### src/rtl/dac8_pkg.sv
package dac8_pkg;

  localparam int FRAME_W  = 16;
  localparam int ADDR_W   = 4;
  localparam int DATA_W   = 12;
  localparam int NUM_CH   = 8;
  localparam int NUM_PAIR = NUM_CH / 2;

  localparam logic [ADDR_W-1:0] A_PRESET = 4'd12;
  localparam logic [ADDR_W-1:0] A_CTRL0  = 4'd13;
  localparam logic [ADDR_W-1:0] A_CTRL1  = 4'd14;

  typedef struct packed {
    logic       pd_all;
    logic       dout_en;
    logic [1:0] ref_sel;
    logic       twos;
  } ctrl0_t;

  typedef struct packed {
    logic [NUM_PAIR-1:0] pd;
    logic [NUM_PAIR-1:0] fast;
  } ctrl1_t;

  function automatic logic [DATA_W-1:0] res_mask(input int res);
    logic [DATA_W-1:0] m;
    m = '1;
    m = m << (DATA_W - res);
    return m;
  endfunction

  function automatic logic [DATA_W-1:0] fmt_word(input logic [DATA_W-1:0] d,
                                                  input int res,
                                                  input logic twos);
    logic [DATA_W-1:0] v;
    v = d & res_mask(res);
    if (twos) v[DATA_W-1] = ~v[DATA_W-1];
    return v;
  endfunction

  function automatic logic [DATA_W-1:0] pair_comp(input logic [DATA_W-1:0] v,
                                                   input int res);
    return ~v & res_mask(res);
  endfunction

endpackage

### src/rtl/dac8_rx.sv
module dac8_rx
  import dac8_pkg::*;
(
  input  logic               clk,
  input  logic               rst_n,
  input  logic               fs_n,
  input  logic               sdi,
  output logic               frame_commit,
  output logic [FRAME_W-1:0] frame_word,
  output logic [4:0]         bit_cnt
);

  localparam logic [4:0] CNT_FULL = 5'(FRAME_W);
  localparam logic [4:0] CNT_OVER = 5'(FRAME_W + 1);

  logic [FRAME_W-1:0] sh_q;
  logic [4:0]         cnt_q;

  always_ff @(posedge clk) begin
    if (!rst_n) begin
      sh_q  <= '0;
      cnt_q <= '0;
    end else if (!fs_n) begin
      sh_q <= {sh_q[FRAME_W-2:0], sdi};
      if (cnt_q != CNT_OVER) cnt_q <= cnt_q + 5'd1;
    end else begin
      cnt_q <= '0;
    end
  end

  assign frame_commit = fs_n && (cnt_q == CNT_FULL);
  assign frame_word   = sh_q;
  assign bit_cnt      = cnt_q;

endmodule

### src/rtl/dac8_regs.sv
module dac8_regs
  import dac8_pkg::*;
#(
  parameter int RES = 12
) (
  input  logic                     clk,
  input  logic                     rst_n,
  input  logic                     commit,
  input  logic [FRAME_W-1:0]       word,
  output logic [NUM_CH*DATA_W-1:0] pend_flat,
  output logic [DATA_W-1:0]        preset_q,
  output ctrl0_t                   ctrl0_q,
  output ctrl1_t                   ctrl1_q
);

  logic [ADDR_W-1:0] addr;
  logic [DATA_W-1:0] data;
  logic [DATA_W-1:0] conv;
  logic [DATA_W-1:0] conv_n;

  assign addr   = word[FRAME_W-1:DATA_W];
  assign data   = word[DATA_W-1:0];
  assign conv   = fmt_word(data, RES, ctrl0_q.twos);
  assign conv_n = pair_comp(conv, RES);

  for (genvar c = 0; c < NUM_CH; c++) begin : g_ch
    localparam logic [ADDR_W-1:0] CH_ADDR   = ADDR_W'(c);
    localparam logic [ADDR_W-1:0] PAIR_ADDR = ADDR_W'(8 + c / 2);
    localparam bit                IS_UPPER  = (c % 2) == 1;
    logic [DATA_W-1:0] pend_q;

    always_ff @(posedge clk) begin
      if (!rst_n) begin
        pend_q <= '0;
      end else if (commit) begin
        if (addr == CH_ADDR) pend_q <= conv;
        else if (addr == PAIR_ADDR) pend_q <= IS_UPPER ? conv_n : conv;
      end
    end

    assign pend_flat[c*DATA_W +: DATA_W] = pend_q;
  end

  always_ff @(posedge clk) begin
    if (!rst_n) begin
      preset_q <= '0;
      ctrl0_q  <= '0;
      ctrl1_q  <= '0;
    end else if (commit) begin
      case (addr)
        A_PRESET: preset_q <= data & res_mask(RES);
        A_CTRL0:  ctrl0_q  <= ctrl0_t'(data[4:0]);
        A_CTRL1:  ctrl1_q  <= ctrl1_t'(data[2*NUM_PAIR-1:0]);
        default:  ;
      endcase
    end
  end

endmodule

### src/rtl/dac8_outlat.sv
module dac8_outlat
  import dac8_pkg::*;
(
  input  logic                     clk,
  input  logic                     rst_n,
  input  logic                     ld,
  input  logic                     pre_n,
  input  logic [NUM_CH*DATA_W-1:0] pend_flat,
  input  logic [DATA_W-1:0]        preset_q,
  output logic [NUM_CH*DATA_W-1:0] dac_q,
  output logic                     ld_rise,
  output logic                     preset_force
);

  logic pre_s1, pre_s2;
  logic ld_q;

  always_ff @(posedge clk) begin
    if (!rst_n) begin
      pre_s1 <= 1'b1;
      pre_s2 <= 1'b1;
      ld_q   <= 1'b0;
    end else begin
      pre_s1 <= pre_n;
      pre_s2 <= pre_s1;
      ld_q   <= ld;
    end
  end

  assign ld_rise      = ld && !ld_q;
  assign preset_force = ld && !pre_s2;

  always_ff @(posedge clk) begin
    if (!rst_n) dac_q <= '0;
    else if (preset_force) dac_q <= {NUM_CH{preset_q}};
    else if (ld_rise) dac_q <= pend_flat;
  end

endmodule

### src/rtl/dac8_chain.sv
module dac8_chain #(
  parameter int DLY = 16
) (
  input  logic clk,
  input  logic rst_n,
  input  logic sdi,
  input  logic en,
  output logic sdo
);

  logic [DLY-1:0] line_q;

  always_ff @(posedge clk) begin
    if (!rst_n) line_q <= '0;
    else line_q <= {line_q[DLY-2:0], sdi};
  end

  assign sdo = en && line_q[DLY-1];

endmodule

### src/rtl/dac8_regctl.sv
module dac8_regctl
  import dac8_pkg::*;
#(
  parameter int RES   = 12,
  parameter int CHAIN = 16
) (
  input  logic                     clk,
  input  logic                     rst_n,
  input  logic                     fs_n,
  input  logic                     sdi,
  input  logic                     ld,
  input  logic                     pre_n,
  output logic [NUM_CH*DATA_W-1:0] dac_q,
  output logic                     sdo,
  output logic                     pwr_down,
  output logic [1:0]               ref_sel,
  output logic [NUM_PAIR-1:0]      pair_pd,
  output logic [NUM_PAIR-1:0]      pair_fast
);

  logic                     frame_commit;
  logic [FRAME_W-1:0]       frame_word;
  logic [4:0]               bit_cnt;
  logic [NUM_CH*DATA_W-1:0] pend_flat;
  logic [DATA_W-1:0]        preset_q;
  ctrl0_t                   ctrl0_q;
  ctrl1_t                   ctrl1_q;
  logic                     ld_rise;
  logic                     preset_force;
  logic [ADDR_W-1:0]        frm_addr;
  logic                     dout_en;

  assign frm_addr = frame_word[FRAME_W-1:DATA_W];
  assign dout_en  = ctrl0_q.dout_en;

  dac8_rx u_rx (
    .clk          (clk),
    .rst_n        (rst_n),
    .fs_n         (fs_n),
    .sdi          (sdi),
    .frame_commit (frame_commit),
    .frame_word   (frame_word),
    .bit_cnt      (bit_cnt)
  );

  dac8_regs #(.RES(RES)) u_regs (
    .clk       (clk),
    .rst_n     (rst_n),
    .commit    (frame_commit),
    .word      (frame_word),
    .pend_flat (pend_flat),
    .preset_q  (preset_q),
    .ctrl0_q   (ctrl0_q),
    .ctrl1_q   (ctrl1_q)
  );

  dac8_outlat u_lat (
    .clk          (clk),
    .rst_n        (rst_n),
    .ld           (ld),
    .pre_n        (pre_n),
    .pend_flat    (pend_flat),
    .preset_q     (preset_q),
    .dac_q        (dac_q),
    .ld_rise      (ld_rise),
    .preset_force (preset_force)
  );

  dac8_chain #(.DLY(CHAIN)) u_chain (
    .clk   (clk),
    .rst_n (rst_n),
    .sdi   (sdi),
    .en    (dout_en),
    .sdo   (sdo)
  );

  assign pwr_down  = ctrl0_q.pd_all;
  assign ref_sel   = ctrl0_q.ref_sel;
  assign pair_pd   = ctrl1_q.pd;
  assign pair_fast = ctrl1_q.fast;

endmodule

### config.mk
export PLATFORM = sky130hd
export DESIGN_NAME = dac8_regctl
export DESIGN_NICKNAME = d
export VERILOG_FILES = /design/src/rtl/dac8_pkg.sv /design/src/rtl/dac8_rx.sv /design/src/rtl/dac8_regs.sv /design/src/rtl/dac8_outlat.sv /design/src/rtl/dac8_chain.sv /design/src/rtl/dac8_regctl.sv
export SDC_FILE = /design/constraint.sdc
export NUM_CORES = 1
export LEC_CHECK = 0
export CORE_MARGIN = 2
export CORE_UTILIZATION = 61
export DETAILED_ROUTE_END_ITERATION = 10
export PLACE_DENSITY_LB_ADDON = 0.05
export SYNTH_ARGS = -nofsm -noshare
export SYNTH_HDL_FRONTEND = slang
export SYNTH_HIERARCHICAL = 1
export SYNTH_SLANG_ARGS = --single-unit
### constraint.sdc
create_clock -name clk -period 4.1 [get_ports clk]
set_input_delay 0.82 -clock clk [delete_from_list [all_inputs] [get_ports clk]]
set_output_delay 0.82 -clock clk [all_outputs]
set_load 0.005 [all_outputs]
# Word level (Yosys, flattened, before mapping)
# Index checks and enable logic that the tools add are counted.
dict set report totals {
  regBits 257
}
dict set report classes {
  n_addsub 1
  eq_ne 16
  mux 19
  bitwise_logic 3
  n_reduce_logical 28
}
# cell n
set op_table {}
lappend op_table {{12-bit two-way mux} 16}
lappend op_table {{96-bit two-way mux} 2}
lappend op_table {{4-bit == test, second input constant} 7}
lappend op_table {{2-bit AND reduction} 11}
lappend op_table {{2-bit nonzero test} 9}
lappend op_table {{4-bit by 3-bit == test with 1-bit output, second input constant} 4}
lappend op_table {{12-bit inverter} 1}
lappend op_table {{4-bit by 2-bit == test with 1-bit output, second input constant} 2}
lappend op_table {{5-bit by 1-bit adder with 5-bit output, second input constant} 1}
lappend op_table {{5-bit == test, second input constant} 1}
lappend op_table {{5-bit inequality test, second input constant} 1}
lappend op_table {{4-bit by 1-bit == test with 1-bit output, second input constant} 1}
lappend op_table {{1-bit logical AND} 4}
lappend op_table {{4-bit logical NOT} 1}
lappend op_table {{1-bit logical NOT} 2}
lappend op_table {{1-bit inverter} 2}
lappend op_table {{2-bit OR reduction} 1}
lappend op_table {{1-bit two-way mux} 1}

# Logic depth before layout (Yosys ltp)
dict set report logic_depth {
  ltp_word 5
  mapped_depth 10
}

# Modules after synthesis
# The synthesis kept the hierarchy.
# mod n_inst cells_per_inst area_per_inst_um2
set modules_own_cells {}
lappend modules_own_cells {dac8_regs 1 532 5102.4}
lappend modules_own_cells {dac8_outlat 1 460 4834.6}
lappend modules_own_cells {dac8_rx 1 78 867.1}
lappend modules_own_cells {dac8_chain 1 34 452.9}

# Worst setup path after synthesis
# Ideal clock, no wire load.
dict set report synth_path {
  path_kind {input to register}
  startpoint {input port fs_n}
  endpoint {register u_regs.g_ch[0].pend_q[1]}
  setup_time_ns 0.134
  t_arrival_ns 2.293
  t_required_ns 3.966
  path_slack_ns 1.673
  path_stages 9
  n_path_buf 4
  cell_sequence {buf_6 buf_6 nand2_1 nor4b_1 buf_2 or4b_1 buf_2 nand2_1 a21oi_1}
}
dict set report synth_via {
  elab_chain_len 2
}
# element line
set synth_rtl {}
lappend synth_rtl {{start, declared} dac8_regctl.sv:9} ;# input logic fs_n,
lappend synth_rtl {{1-bit logical AND} dac8_rx.sv:31} ;# assign frame_commit = fs_n && (cnt_q == CNT_FULL);
lappend synth_rtl {{net frame_commit} dac8_regctl.sv:21} ;# logic frame_commit;
lappend synth_rtl {{2-bit AND reduction (no line)} -}
lappend synth_rtl {{end signal, assigned} dac8_regs.sv:36} ;# if (addr == CH_ADDR) pend_q <= conv;
lappend synth_rtl {{end signal, assigned} dac8_regs.sv:37} ;# else if (addr == PAIR_ADDR) pend_q <= IS_UPPER ? conv_n : conv;
lappend synth_rtl {{end, declared} dac8_regs.sv:30} ;# logic [DATA_W-1:0] pend_q;
# The timed path passes the listed nets, and every way through them passes these cells.
# A chain may end at the register's enable or synchronous reset.

# Worst setup path after layout
dict set report layout_path {
  startpoint {input port fs_n}
  endpoint {register u_regs.g_ch[3].pend_q[5]}
}
dict set report layout_via {
  elab_chain_len 2
}
# element line
set layout_rtl {}
lappend layout_rtl {{1-bit logical AND} dac8_rx.sv:31}
lappend layout_rtl {{net frame_commit} dac8_regctl.sv:21}
lappend layout_rtl {{2-bit AND reduction (no line)} -}
lappend layout_rtl {{end signal, assigned} dac8_regs.sv:36}
lappend layout_rtl {{end signal, assigned} dac8_regs.sv:37}
lappend layout_rtl {{end, declared} dac8_regs.sv:30}
# The timed path passes the listed nets, and every way through them passes these cells.

==> key figures <==
Die
  • Die W: 140 um
  • I/O Pins: 114
  • Die ar.: 19500 um^2
  • Die Y: 140 um
  • Core footprint: 18000 um^2
  • Initial Utilization: 62.4%
  • Row Count: 49

Route
  • Final WL: 28.6 mm
  • Wire per inst: 20.7 um
  • DRC viols: 0
  • Pre-Repair DR Iteration Count: 6
  • Vias per cell: 6.19
  • Drt initial violations: 758
  • Routed Antenna Nets: 0
  • Routed vias: 8543

Cells and area
  • FF/Latch Area: 5150 um^2
  • Fin nets: 1144
  • Layout Utilization: 72.2%
  • ANT cells: 0
  • Fill count: 1368
  • Multi-input gate area: 5410 um^2
  • Area grow syn2layout: 15.7%
  • Share of cells above drive strength 1: 11.1%

Clocking
  • Total CTS buffers: 27
  • Clk Latency, worst-skew pair: 0.54 ns
  • CTS tree: built
  • CTS Buffer Depth: 3
  • Sink Count: 257
  • H-tree depth: 1
  • Post_cts resized: 0
  • Hold buffers post-CTS: 0
  • Worst-path clk slew: 0.06 ns
  • Clk root buf: clkbuf_16
  • Post-CTS setup buffers: 0

Worst setup path
  • CP endpoint kind: register
  • Setup crit start kind: primary input
  • CP max FO: 19
  • Kind of critical path: primary input to register
  • Critical Path AT: 3.17 ns
  • R2r endpoint: u_lat/dac_q[78]
  • WP data required: 4.58 ns
  • Reg2Reg Depth: 3
  • Reg2reg start: u_lat/pre_s2
  • FF-to-FF setup slack: 1.65 ns

Global routing
  • GRT Util Overall: 28.4%
  • Number of antenna violations at the first check in global routing: 0
  • Total gr overflow: 0
  • First-pass GRT wire length: 44.9 mm
  • Vias in the first global route: 8046
  • Largest net degree at the start of global routing: 87

Min path
  • Hold Startpoint: u_lat/pre_s1
  • Worst hold stages: 1
  • Worst hold endpoint: u_lat/pre_s2
  • Path type of the worst min-delay path: register to register

STA
  • Max Clk Rate: 371 MHz
  • RSZ-0062 raised after global routing: no
  • Total negative slack: 0 ns
  • Worst Clk Skew: 0.0164 ns
  • Final hold vios: 0
  • Worst Tran Pin Value: 0.986 ns
  • Relative slew slack: 34.0%
  • Final setup fails: 0
  • Fin crit share: 65.7%
  • Fin. max-slew vios: 0
  • Min Clock Period, post-route: 2.69 ns

Job
  • Max Cap Viol: 0

Power
  • Cell area power density: 393 nW/um^2
  • Leak: 4.90 nW
  • Maximum vdd drop: 0.000326 V

Run status
  • Status: finished clean

Synthesis
  • Syn_nets: 1111
  • Mean area per synthesized cell: 10.2 um^2
  • Synth Warn #: 6
  • Cell Area, Synth: 11200 um^2
  • Synthesized instance count: 1102

Placed design
  • Placer congestion estimate: 0.799
  • DP HPWL: 17.1 mm
  • # port buffers: 113
## how the worst max path moves through the flow
stage                     cells past startpoint                       end  from
after floorplan                               9  u_regs/g_ch[0].pend_q[1]  fs_n
after global placement                        8  u_regs/g_ch[0].pend_q[5]  fs_n
after detailed placement                      8  u_regs/g_ch[0].pend_q[7]  fs_n
after CTS                                     8  u_regs/g_ch[0].pend_q[7]  fs_n
after global routing                          8  u_regs/g_ch[3].pend_q[5]  fs_n
final                                         8  u_regs/g_ch[3].pend_q[5]  fs_n
## layer usage
| layer | global-route usage (%) | vias up | wire [um] |
|---|---|---|---|
| li1 | - | 3993 | - |
| met1 | 40.9 | 4178 | 13000 |
| met2 | 44.1 | 320 | 12900 |
| met3 | 4.27 | 52 | 1910 |
| met4 | 9.05 | 0 | 827 |
| met5 | 0 | - | 0 |
## stage by stage
step	total power (W)	worst slack (ns)	cell area, um^2	cells	hold slack (ns)
after floorplan	0.00272	1.67	11200	1102	0.386
after global placement	0.00275	0.952	12100	1335	0.404
after detailed placement	0.00275	0.869	12100	1335	0.404
after CTS	0.00513	1.45	13000	1381	0.424
after global routing	0.00526	1.22	13000	1381	0.442
final	0.00511	1.41	13000	1381	0.421
## registers in the layout, indices dropped and copies added, names as in the netlist
signal / count
u_regs/ctrl0_q: 5
u_chain/line_q: 16
u_regs/preset_q: 12
u_lat/dac_q: 96
u_regs/g_ch.pend_q: 96
u_rx/bit_cnt: 5
u_regs/ctrl1_q: 8
u_lat/pre_s2: 1
u_lat/pre_s1: 1
u_rx/frame_word: 16
u_lat/ld_q: 1
## worst max-delay path, stage by stage
cell             delay (ns)
clkdlybuf4s50_1        0.45
buf_4                  0.28
nand2_1                0.11
nor4b_2                0.21
buf_4                  0.28
nand4b_1               0.13
nor2b_1                0.64
a22o_1                 0.24
## cell type report
| class | count | share of cell area, % |
|---|---|---|
| Timing Repair Buffer | 130 | 9.75 |
| Sequential cell | 257 | 39.6 |
| Clock buffer | 39 | 6.00 |
| Inverter | 5 | 0.144 |
| Tap cell | 229 | 2.20 |
| Clock inverter | 7 | 0.712 |
| Multi-Input combinational cell | 714 | 41.6 |
## cell usage in the layout (no fill, tap or decap), types with 2 or more instances in the layout
cell and count:
nand4b_1 3, mux2i_1 149, xnor2_1 28, clkbuf_8 6, nand2_1 179, o21ai_0 25, and2_1 7, clkdlybuf4s50_1 112
dfxtp_1 256, nor2b_1 21, ha_1 3, a211oi_1 3, inv_6 2, clkinv_2 3, o32ai_2 40, a31oi_1 2
and2_2 12, and3_1 3, a21oi_1 40, a21oi_4 2, a22o_1 33, bufinv_16 2, buf_4 17, inv_1 4
and3b_1 2, nand2b_1 7, nand3_1 28, nor2_1 7, o32ai_1 56, xor2_1 27, clkbuf_1 6, and4bb_2 2
clkbuf_16 27, o22ai_1 12, nor4b_2 2
## report_power, final
group | internal, W | switching [W] | total, W
Combinational | 0.0000521 | 0.000128 | 0.000181
Clock | 0.00144 | 0.000974 | 0.00241
Sequential | 0.00250 | 0.0000181 | 0.00252
Total | 0.00399 | 0.00112 | 0.00511
No activity file was read; power rests on OpenSTA's default activity.
